--- config.mk ---
export PLATFORM = sky130hd
export DESIGN_NAME = tx_launch_framer
export DESIGN_NICKNAME = d
export VERILOG_FILES = /design/src/rtl/tx_frm_pkg.sv /design/src/rtl/tx_start_gate.sv /design/src/rtl/tx_fcs_gen.sv /design/src/rtl/tx_serializer.sv /design/src/rtl/tx_launch_framer.sv
export SDC_FILE = /design/constraint.sdc
export NUM_CORES = 1
export LEC_CHECK = 0
export ABC_AREA = 1
export BUFFER_PORTS_ARGS = -buffer_cell sky130_fd_sc_hd__buf_4
export CAP_MARGIN = 30
export CORE_MARGIN = 2
export CORE_UTILIZATION = 40
export CTS_CLUSTER_SIZE = 20
export DETAILED_ROUTE_END_ITERATION = 6
export SLEW_MARGIN = 10
export SYNTH_ARGS = -nofsm -noshare
export SYNTH_HDL_FRONTEND = slang
export SYNTH_SLANG_ARGS = --single-unit
--- constraint.sdc ---
create_clock -name clk -period 4.6 [get_ports clk]
set_input_delay 0.92 -clock clk [delete_from_list [all_inputs] [get_ports clk]]
set_output_delay 0.92 -clock clk [all_outputs]
set_load 0.005 [all_outputs]
--- src/rtl/tx_frm_pkg.sv ---
package tx_frm_pkg;
  localparam int BYTE_W    = 8;
  localparam int LEAD_B    = 8;
  localparam int FCS_W     = 32;
  localparam logic [BYTE_W-1:0] LEAD_BYTE  = 8'h55;
  localparam logic [BYTE_W-1:0] DELIM_BYTE = 8'hD5;
  localparam logic [FCS_W-1:0]  FCS_POLY   = 32'hEDB88320;

  typedef enum logic [1:0] {GS_IDLE, GS_WAIT, GS_RUN} gate_st_e;
  typedef enum logic [1:0] {PH_OFF, PH_LEAD, PH_DATA, PH_FCS} phase_e;

  function automatic logic [FCS_W-1:0] fcs_step(input logic [FCS_W-1:0] c, input logic d);
    logic [FCS_W-1:0] n;
    n = {1'b0, c[FCS_W-1:1]};
    if (c[0] ^ d) n = n ^ FCS_POLY;
    return n;
  endfunction
endpackage

--- src/rtl/tx_start_gate.sv ---
module tx_start_gate
  import tx_frm_pkg::*;
(
  input  logic clk,
  input  logic rst_n,
  input  logic tx_go,
  input  logic ifg_ok,
  input  logic backoff_ok,
  input  logic fifo_valid,
  input  logic crs,
  input  logic frame_end,
  output logic launch,
  output logic tx_busy,
  output logic fetch_req,
  output logic rx_handoff
);
  gate_st_e st;
  logic     give_up;

  always_comb begin
    launch    = (st == GS_WAIT) && ifg_ok && backoff_ok && fifo_valid;
    give_up   = (st == GS_WAIT) && crs && !fifo_valid;
    tx_busy   = (st != GS_IDLE);
    fetch_req = ((st == GS_WAIT) && !crs) || (st == GS_RUN);
  end

  always_ff @(posedge clk) begin
    if (!rst_n) begin
      st         <= GS_IDLE;
      rx_handoff <= 1'b0;
    end else begin
      rx_handoff <= give_up;
      unique case (st)
        GS_IDLE: if (tx_go) st <= GS_WAIT;
        GS_WAIT: begin
          if (launch)       st <= GS_RUN;
          else if (give_up) st <= GS_IDLE;
        end
        GS_RUN:  if (frame_end) st <= GS_IDLE;
        default: st <= GS_IDLE;
      endcase
    end
  end
endmodule

--- src/rtl/tx_fcs_gen.sv ---
module tx_fcs_gen
  import tx_frm_pkg::*;
(
  input  logic clk,
  input  logic rst_n,
  input  logic preset,
  input  logic absorb,
  input  logic drain,
  input  logic din,
  output logic fcs_bit
);
  logic [FCS_W-1:0] acc;

  assign fcs_bit = ~acc[0];

  always_ff @(posedge clk) begin
    if (!rst_n)      acc <= '1;
    else if (preset) acc <= '1;
    else if (absorb) acc <= fcs_step(acc, din);
    else if (drain)  acc <= {1'b1, acc[FCS_W-1:1]};
  end
endmodule

--- src/rtl/tx_serializer.sv ---
module tx_serializer
  import tx_frm_pkg::*;
#(
  parameter int CNT_W = 16
) (
  input  logic              clk,
  input  logic              rst_n,
  input  logic              launch,
  input  logic [CNT_W-1:0]  byte_count,
  input  logic [BYTE_W-1:0] fifo_data,
  input  logic              fifo_valid,
  input  logic              fcs_bit,
  output logic              fifo_ready,
  output logic              tx_en,
  output logic              tx_bit,
  output logic              fcs_preset,
  output logic              fcs_absorb,
  output logic              fcs_drain,
  output logic              frame_end,
  output logic              tx_done,
  output logic              underrun
);
  localparam int BIT_CW  = $clog2(BYTE_W);
  localparam int LEAD_CW = $clog2(LEAD_B);
  localparam int FCS_CW  = $clog2(FCS_W);
  localparam logic [BIT_CW-1:0]  BIT_LAST  = BIT_CW'(BYTE_W - 1);
  localparam logic [LEAD_CW-1:0] LEAD_LAST = LEAD_CW'(LEAD_B - 1);
  localparam logic [LEAD_CW-1:0] LEAD_PEN  = LEAD_CW'(LEAD_B - 2);
  localparam logic [FCS_CW-1:0]  FCS_LAST  = FCS_CW'(FCS_W - 1);
  localparam logic [CNT_W-1:0]   ONE       = CNT_W'(1);

  phase_e              phase;
  logic [BYTE_W-1:0]   sreg;
  logic [BIT_CW-1:0]   bit_cnt;
  logic [LEAD_CW-1:0]  lead_idx;
  logic [CNT_W-1:0]    remaining;
  logic [FCS_CW-1:0]   fcs_cnt;
  logic                last_bit, need_byte, starve, fcs_last;

  always_comb begin
    last_bit  = (bit_cnt == BIT_LAST);
    need_byte = last_bit &&
                (((phase == PH_LEAD) && (lead_idx == LEAD_LAST) && (remaining != '0)) ||
                 ((phase == PH_DATA) && (remaining != ONE)));
    starve    = need_byte && !fifo_valid;
    fcs_last  = (phase == PH_FCS) && (fcs_cnt == FCS_LAST);
    frame_end = starve || fcs_last;
    fifo_ready = need_byte;
    tx_en      = (phase != PH_OFF);
    tx_bit     = (phase == PH_FCS) ? fcs_bit : ((phase == PH_OFF) ? 1'b0 : sreg[0]);
    fcs_preset = launch;
    fcs_absorb = (phase == PH_DATA);
    fcs_drain  = (phase == PH_FCS);
  end

  always_ff @(posedge clk) begin
    if (!rst_n) begin
      phase     <= PH_OFF;
      sreg      <= '0;
      bit_cnt   <= '0;
      lead_idx  <= '0;
      remaining <= '0;
      fcs_cnt   <= '0;
      tx_done   <= 1'b0;
      underrun  <= 1'b0;
    end else begin
      tx_done  <= fcs_last;
      underrun <= starve;
      if (launch) begin
        phase     <= PH_LEAD;
        sreg      <= LEAD_BYTE;
        bit_cnt   <= '0;
        lead_idx  <= '0;
        remaining <= byte_count;
      end else begin
        unique case (phase)
          PH_LEAD: begin
            bit_cnt <= bit_cnt + 1'b1;
            if (!last_bit) begin
              sreg <= sreg >> 1;
            end else if (lead_idx != LEAD_LAST) begin
              lead_idx <= lead_idx + 1'b1;
              sreg     <= (lead_idx == LEAD_PEN) ? DELIM_BYTE : LEAD_BYTE;
            end else if (remaining == '0) begin
              phase   <= PH_FCS;
              fcs_cnt <= '0;
            end else if (fifo_valid) begin
              phase <= PH_DATA;
              sreg  <= fifo_data;
            end else begin
              phase <= PH_OFF;
            end
          end
          PH_DATA: begin
            bit_cnt <= bit_cnt + 1'b1;
            if (!last_bit) begin
              sreg <= sreg >> 1;
            end else if (remaining == ONE) begin
              phase   <= PH_FCS;
              fcs_cnt <= '0;
            end else if (fifo_valid) begin
              sreg      <= fifo_data;
              remaining <= remaining - 1'b1;
            end else begin
              phase <= PH_OFF;
            end
          end
          PH_FCS: begin
            fcs_cnt <= fcs_cnt + 1'b1;
            if (fcs_last) phase <= PH_OFF;
          end
          default: phase <= PH_OFF;
        endcase
      end
    end
  end
endmodule

--- src/rtl/tx_launch_framer.sv ---
module tx_launch_framer
  import tx_frm_pkg::*;
#(
  parameter int CNT_W = 16
) (
  input  logic              clk,
  input  logic              rst_n,
  input  logic              tx_go,
  input  logic [CNT_W-1:0]  byte_count,
  input  logic [BYTE_W-1:0] fifo_data,
  input  logic              fifo_valid,
  output logic              fifo_ready,
  input  logic              ifg_ok,
  input  logic              backoff_ok,
  input  logic              crs,
  output logic              fetch_req,
  output logic              tx_busy,
  output logic              tx_en,
  output logic              tx_bit,
  output logic              tx_done,
  output logic              rx_handoff,
  output logic              underrun
);
  logic launch, frame_end, fcs_bit, fcs_preset, fcs_absorb, fcs_drain;

  tx_start_gate gate_i (
    .clk(clk), .rst_n(rst_n), .tx_go(tx_go), .ifg_ok(ifg_ok),
    .backoff_ok(backoff_ok), .fifo_valid(fifo_valid), .crs(crs),
    .frame_end(frame_end), .launch(launch), .tx_busy(tx_busy),
    .fetch_req(fetch_req), .rx_handoff(rx_handoff)
  );

  tx_serializer #(.CNT_W(CNT_W)) ser_i (
    .clk(clk), .rst_n(rst_n), .launch(launch), .byte_count(byte_count),
    .fifo_data(fifo_data), .fifo_valid(fifo_valid), .fcs_bit(fcs_bit),
    .fifo_ready(fifo_ready), .tx_en(tx_en), .tx_bit(tx_bit),
    .fcs_preset(fcs_preset), .fcs_absorb(fcs_absorb), .fcs_drain(fcs_drain),
    .frame_end(frame_end), .tx_done(tx_done), .underrun(underrun)
  );

  tx_fcs_gen fcs_i (
    .clk(clk), .rst_n(rst_n), .preset(fcs_preset), .absorb(fcs_absorb),
    .drain(fcs_drain), .din(tx_bit), .fcs_bit(fcs_bit)
  );
endmodule

# Word-level counts from Yosys, hierarchy flattened
# Index checks and enable logic that the tools add are counted.
# totals
register_bits	74
latchBits	0
ramBits	0
rom_bits	0
output_inout_bits	8
n_memories	0
# op_classes
n_addsub	4
mul	0
div_mod_pow	0
n_lt_le_gt_ge	0
eq_ne	32
shifts	0
muxes	40
bitwise	5
reduce_logical	40
# ops
op	count
$mux 32	3
$mux 16	5
$mux 8	7
$mux 5	5
$mux 2	12
$eq 16x1->1 const B	1
$logic_not 16->1	1
$ne 16x1->1 const B	1
$pmux 8 s2	1
$reduce_bool 16->1	1
$sub 16x1->16 const B	1
$pmux 5 s3	1
$not 13->14	1
$reduce_bool 2->1	7
$logic_and 1x1->1	12
$ne 3x1->1 const B	4
$pmux 2 s3	2
$reduce_and 3->1	4
$ne 2x1->1 const B	5
$reduce_and 5->1	2
$eq 3x3->1 const B	3
$ne 2x2->1 const B	4
$mux 7	1
$reduce_and 7->1	1
20 further kinds	36

# Longest topological paths before layout
# Gate-level depths: netlist (run 1).
# logic_depth
word_depth	9
depth_mapped	12
depth_no_buf	11

# Modules after synthesis
# From an unflattened synthesis (run 1), not the netlist that was laid out.
# hier_totals
cells_unflattened	611
area_unflattened_um2	4182.8
# by_module_without_submodules
mod	n_inst	cells_per_inst	area_each_um2
tx_serializer	1	398	2646.3
tx_fcs_gen	1	188	1361.3
tx_start_gate	1	25	175.2

# Least setup slack after synthesis (run 1)
# OpenSTA, ideal clock, no wires.
# synth_timing
path_kind	in2reg
from	in fifo_valid
to	reg ser_i.remaining[5]
setup_time_ps	116
t_arrival_ps	1928
required_time_ps	4484
slack_ps	2556
path_stages	9
n_path_buf	2
cell_sequence	buf_2 nand3_1 nor2_2 inv_2 nand2_4 inv_2 buf_4 nor2_1 nor2_1
# synth_between
elab_chain_len	3
elab_cells_between_ends	7
cone_classes	eq/ne (1); mux (1); reduce/logical (5)
# synth_rtl
element	line	rtl
start, declared	tx_launch_framer.sv:11	input logic fifo_valid,
$logic_and 1x1->1	tx_start_gate.sv:21	launch = (st == GS_WAIT) && ifg_ok && backoff_ok && fifo_valid;
$ne 2x1->1 (no source line) or $reduce_bool 2->1 (tied branches)	n/a	
$reduce_and 4->1 (no source line)	n/a	
end signal, assigned	tx_serializer.sv:74	remaining <= byte_count;
end signal, assigned	tx_serializer.sv:103	remaining <= remaining - 1'b1;
end, declared	tx_serializer.sv:36	logic [CNT_W-1:0] remaining;
# Several ways; a longest one is shown, not always the timed one.
# A chain may end at the register's enable or synchronous reset.

# Worst setup path in the final report (run 1)
# layout_timing
from	reg ser_i.phase[0]
to	out fifo_ready
# layout_between
elab_chain_len	5
elab_cells_between_ends	7
cone_classes	eq/ne (2); reduce/logical (5)
# layout_rtl
element	line	rtl
start, declared	tx_serializer.sv:32	phase_e phase;
start signal, assigned	tx_serializer.sv:58	phase <= PH_OFF;
start signal, assigned	tx_serializer.sv:70	phase <= PH_LEAD;
start signal, assigned	tx_serializer.sv:85	phase <= PH_FCS;
$eq 2x1->1	tx_serializer.sv:43	(((phase == PH_LEAD) && (lead_idx == LEAD_LAST) && (remaining != '0)) ||
$logic_and 1x1->1 (2 in series)	tx_serializer.sv:43	
$logic_or 1x1->1 *	tx_serializer.sv:43	
$logic_and 1x1->1 *	tx_serializer.sv:42	need_byte = last_bit &&
end, declared	tx_launch_framer.sv:12	output logic fifo_ready,
# Every way passes the cells marked *; elsewhere a longest branch is shown, timed or not.

==> results of run 1 <==
[routing by layer]
layer / track usage (%) / wire length (µm) / part of all wire, % / up-vias
met5: 0 / 0 / 0 / -
met4: 6.073 / 108 / 1.2 / 0
met3: 3.186 / 474 / 5.2 / 9
met2: 28.00 / 4029 / 44 / 71
met1: 25.83 / 4510 / 49 / 1639
li1: - / - / - / 1879
[power by group through the flow]
stage	Sequential, mW	Clock, mW	Combinational (mW)
5_1_grt	0.660	0.581	0.200
3_5_place_dp	0.673	0	0.176
4_1_cts	0.658	0.551	0.178
6_report	0.658	0.539	0.178
2_1_floorplan	0.671	0	0.125
3_3_place_gp	0.673	0	0.175
[layout by cell type, fill, tap and decap left out, types with 2 or more instances in the layout]
master    synthesis  routed
o22ai_1           3       3
nor2_1           48      47
clkinv_4          0       2
xnor2_1           5       5
nor2_2            3       4
mux2i_1           4       4
dfxtp_1          74      74
inv_1            53      53
nand2_2           5       5
o21ai_1           3       3
xor2_1            8       8
a21oi_1          44      44
clkbuf_8          0      10
nand2_1         113     113
o211ai_1          7       7
inv_2             2       2
buf_4             2      41
a22oi_1           2       2
nand3_1          41      41
ha_1             14      14
inv_6             0       2
nand4_1           3       3
or2_2             2       2
nor3_1           10      10
nor2_4            2       2
o21ai_0          73      73
[registers in the layout, indices dropped and copies added, names as in the netlist]
register,flops
ser_i.lead_idx,3
ser_i.remaining,16
ser_i.phase,2
gate_i.rx_handoff,1
ser_i.fcs_cnt,5
ser_i.underrun,1
ser_i.bit_cnt,3
fcs_i.acc,32
gate_i.st,2
ser_i.sreg,8
ser_i.tx_done,1
[logic make-up (layout without fill, tap and decap cells)]
family	Yosys count	count (layout)	share of synthesized area, %
simple gates	232	232	25.91
compound gates	136	136	18.44
buf+inv	84	112	8.977
flops	74	74	37.96
fa+ha+maj	14	14	4.489
xor+xnor	13	13	2.918
mux	5	5	1.315
[tightest hold or removal path, cell delays in order (launching register included)]
cell and delay (ns):
dfxtp_1 0.32, nand2_1 0.06, a21oi_1 0.05
[metrics by stage]
step / instance area [µm²] / power, mW / hold slack (ns) / setup WS (ns) / utilization (%)
6_report: 4446 / 1.374 / 0.4669 / 1.563 / 46.12
3_3_place_gp: 4235 / 0.8480 / 0.4438 / 1.944 / 43.94
3_5_place_dp: 4235 / 0.8495 / 0.4484 / 1.882 / 43.94
5_1_grt: 4446 / 1.441 / 0.4874 / 1.350 / 46.12
4_1_cts: 4446 / 1.386 / 0.4706 / 1.543 / 46.12
2_1_floorplan: 3902 / 0.7958 / 0.4284 / 2.556 / -
[how the worst min path moves through the flow]
stage                               startpoint                    endpoint  slack (ns)  cells after the start
floorplan            fcs_i.acc[5]$_SDFFE_PP1P_   fcs_i.acc[5]$_SDFFE_PP1P_        0.43                      2
global placement     fcs_i.acc[5]$_SDFFE_PP1P_   fcs_i.acc[5]$_SDFFE_PP1P_        0.44                      2
detailed placement   fcs_i.acc[5]$_SDFFE_PP1P_   fcs_i.acc[5]$_SDFFE_PP1P_        0.45                      2
CTS                 ser_i.sreg[5]$_SDFFE_PP0P_  ser_i.sreg[5]$_SDFFE_PP0P_        0.47                      2
global route        ser_i.sreg[5]$_SDFFE_PP0P_  ser_i.sreg[5]$_SDFFE_PP0P_        0.49                      2
finish              ser_i.sreg[5]$_SDFFE_PP0P_  ser_i.sreg[5]$_SDFFE_PP0P_        0.47                      2
[final cells by class]
class	count	share of cell area, %
clock inverter	6	1.632
clock buffer	10	3.096
timing repair buffer	41	6.924
sequential	74	33.32
tap	133	3.743
inverter	55	4.644
multi-input combinational	400	46.64
==> impl_metrics.ini, run 1 <==
[run_status]
status = complete, no violations

[power]
p_per_area_nw_per_um2 = 309.1
ir_drop_mv = 0.1292
p_int_uw = 993.6
p_leak_nw = 2.084
power.switching_uw = 380.6
p_sw_share_pct = 27.70
clockPowerShare_pct = 39.2
power_frac_comb_pct = 12.9
seq_power_share_pct = 47.9

[critical_path]
endpoint = fifo_ready
critPathMaxFanout = 27
end_kind = output port
reg2reg_from = ser_i.phase[1]$_SDFFE_PP0P_
critPathKind = reg2out
cp_slowest_cell = ha_1
critPathBufInv = 2
cp-start-kind = register
startpoint = ser_i.phase[0]$_SDFFE_PN0P_
regToRegEndpoint = fcs_i.acc[15]$_SDFFE_PP1P_
arrival_ns = 2.12
path_cells = inv_1 -> ha_1 -> nand2_2 -> a21oi_1 -> buf_4
r2r_cells = 7
slowest_delay_ns = 0.75
r2r_setup_slack_ns = 2.02
cp_top_family = adder cells
worstSetupPathDepth = 5
critical_path_required_ns = 3.68

[grt]
antenna_found_initial = 0
grt_pass1_vias = 3226
grt_max_degree = 28
overflow = 0
grt_pass1_wl_um = 15230
grt_usage_pct = 18.19

[routing]
drc = 0
wirelength_um = 9123
via_count = 3598
first_iter_violations = 212
wire_per_inst_um = 12.69
first_pass_iters = 5
ant_nets = 0
vias_per_cell = 5.004

[finish]
seqCellArea_um2 = 1481
area_delta_synth_final_pct = 13.91
fin_cells = 719
fin_nets = 626
multi_input_area_um2 = 2073
drive_above_1_share_pct = 13.14
num_antenna_cells = 0
nFillCells = 1011

[timing]
setup_viol = 0
slew_viol_final = 0
min_period_ns = 3.037
fmax_ghz = 0.3293
hold_viol = 0
tightest_slew_ns = 0.8973
min_period_over_period_pct = 66.01
rsz0062_at_grt = no
relSlewSlack_pct = 40.18
finalClockSkew_ns = 0.01730
tns_ns = 0

[die]
initial_core_util_pct = 40.49
die-area_um2 = 10560
die_h_um = 102.8
dieWidth_um = 102.8
core_um2 = 9639
ios = 39
num_rows = 36

[logic_synthesis]
syn-cell-area_um2 = 3902
yosysMostFrequentCell = nand2_1
synth-edff-count = 0
post-synth-top-area-cell = dfxtp_1
postSynthAreaPerCell_um2 = 6.994
synthTopCellsByCount = nand2_1, dfxtp_1, o21ai_0
ys.flop_type = dfxtp_1
synth_cell_types = 37
ys_seq_area_share_pct = 37.96
netlist_instances = 558
synth.area.top_cells = dfxtp_1, nand2_1, o21ai_0, a21oi_1, nand3_1
ys_seq_elements = 74
synth_top_area_share_pct = 37.96
async_flop_share_pct = 0
yosys_warnings = 0
syn_nets = 603

[clocking]
ctsResizeCount = 0
cts_htree_levels = 3
post-cts-setup-buffer-count = 0
cts_tree = done
cts.path.max_buffers = 2
clkTransAtPathRegs_ns = 0.08
clk_latency_ns = 0.36
clkSinkCount = 74
cts.hold.buffers_added = 0
numCtsBuffers = 9
root_buffer = clkbuf_8

[place]
place_inst = 703
dp_hpwl_um = 6343
place.gp.congestion = 0.8880
io_buffer_count = 38

[job]
cap_violations = 0

[worst_hold_path]
holdCritPathClass = reg2reg
Note: power is estimated with default switching activity, not from simulation.
==> run 2: changes to the inputs <==
- clock period: 4.6 -> 3 ns (I/O delays scaled with it)
==> impl_metrics.ini, run 2 (synthesis results as in run 1) <==
[timing]
min_period_ns = 2.381
hold_viol = 0
rsz0062_at_grt = no
tightest_slew_ns = 0.6766
slew_viol_final = 0
tns_ns = 0
min_period_over_period_pct = 79.37
setup_viol = 0
fmax_ghz = 0.4200
finalClockSkew_ns = 0.01604
relSlewSlack_pct = 54.79
fin_ws_ns = 0.6189

[critical_path]
r2r_cells = 8
reg2reg_from = ser_i.phase[0]$_SDFFE_PN0P_
critPathMaxFanout = 6
arrival_ns = 1.78
cp-start-kind = register
critical_path_required_ns = 2.40
r2r_setup_slack_ns = 0.87
end_kind = output port
startpoint = ser_i.remaining[0]$_SDFFE_PN0P_
critPathKind = reg2out
regToRegEndpoint = ser_i.fcs_cnt[3]$_SDFFE_PN0P_

[worst_hold_path]
hold_depth = 2
holdCritPathClass = reg2reg
hold_path_end = ser_i.sreg[3]$_SDFFE_PP0P_
worstHoldStart = ser_i.sreg[3]$_SDFFE_PP0P_

[clocking]
post-cts-setup-buffer-count = 0
cts_tree = done
ctsResizeCount = 0
clk_latency_ns = 0.37
clkTransAtPathRegs_ns = 0.08
cts_htree_levels = 3
clkSinkCount = 74
root_buffer = clkbuf_8
numCtsBuffers = 9
cts.hold.buffers_added = 0
cts.path.max_buffers = 2

[routing]
first_iter_violations = 199
via_count = 3608
wirelength_um = 9322
first_pass_iters = 4
wire_per_inst_um = 12.82
drc = 0
ant_nets = 0
vias_per_cell = 4.963

[grt]
grt_util_met1_pct = 26.09
use_met3_pct = 5.085
use_met2_pct = 29.16
grt-busiest-layer = met2
antenna_found_initial = 0
grt_pass1_wl_um = 15700
overflow = 0
grt_usage_pct = 18.89
grt_max_degree = 30
grt_pass1_vias = 3330

[finish]
mostFrequentLayoutCell = nand2_1
area_delta_synth_final_pct = 15.42
drive_above_1_share_pct = 14.31
final_cell_area_um2 = 4504
final_cell_mix = nand2_1, dfxtp_1, o21ai_0
fin_nets = 634
largest_registers = fcs_i.acc: 32 flops, ser_i.remaining: 16 flops, ser_i.sreg: 8 flops
final_util_pct = 46.73
fin_cells = 727
num_antenna_cells = 0
largest-register = fcs_i.acc
largest_register_ffs = 32

[place]
place_area_um2 = 4295
place_inst = 711
place.gp.congestion = 0.8652
dp_hpwl_um = 6685
io_buffer_count = 38
dp_slack_ns = 0.8737

[die]
core_um2 = 9639
die_h_um = 102.8
dieWidth_um = 102.8
die-area_um2 = 10560
ios = 39
initial_core_util_pct = 40.49
num_rows = 36

[power]
p_leak_nw = 2.126
p_per_area_nw_per_um2 = 471.5
ir_drop_mv = 0.2361

[run_status]
status = complete, no violations

[job]
cap_violations = 0
-- run 2: layer usage --
metal | wire length [µm] | up-vias
met3 | 460 | 9
met2 | 4069 | 62
met5 | 0 | -
met1 | 4692 | 1639
li1 | - | 1898
met4 | 98 | 0
-- run 2: final cells by class --
type                            count  area (µm²)
Tap cell                          133       166.4
Sequential cell                    74        1481
Inverter                           55       206.4
Clock buffer                        9       123.9
Multi-Input combinational cell    400        2073
Clock inverter                      7       85.08
Fill cell                        1023        5135
Timing Repair Buffer               49       367.9
-- run 2: worst max-delay path, stage by stage (launching register included) --
cell and delay [ns]:
dfxtp_1 0.45, inv_1 0.11, ha_1 0.21, nand2_1 0.09, nor2_1 0.05, nand2_1 0.11, nand2_1 0.08, a21oi_1 0.18
buf_4 0.14
-- run 2: how the worst max path moves through the flow --
stage                                          to  cells after the start
finish                                 fifo_ready                      8
global route                           fifo_ready                      8
CTS                                    fifo_ready                      8
detailed placement  ser_i.fcs_cnt[3]$_SDFFE_PN0P_                      8
global placement    ser_i.fcs_cnt[2]$_SDFFE_PN0P_                      8
floorplan           ser_i.fcs_cnt[0]$_SDFFE_PN0P_                     10
-- run 2: through the flow --
step / total power, mW / hold slack, ns
finish: 2.124 / 0.4684
global route: 2.222 / 0.4955
CTS: 2.137 / 0.4718
detailed placement: 1.309 / 0.4470
global placement: 1.307 / 0.4396
floorplan: 1.220 / 0.4284
-- run 2: where the power goes --
part / switching (mW) / internal, mW
combinational: 0.162 / 0.115
sequential: 0.0139 / 0.995
clock: 0.436 / 0.400
total: 0.613 / 1.51
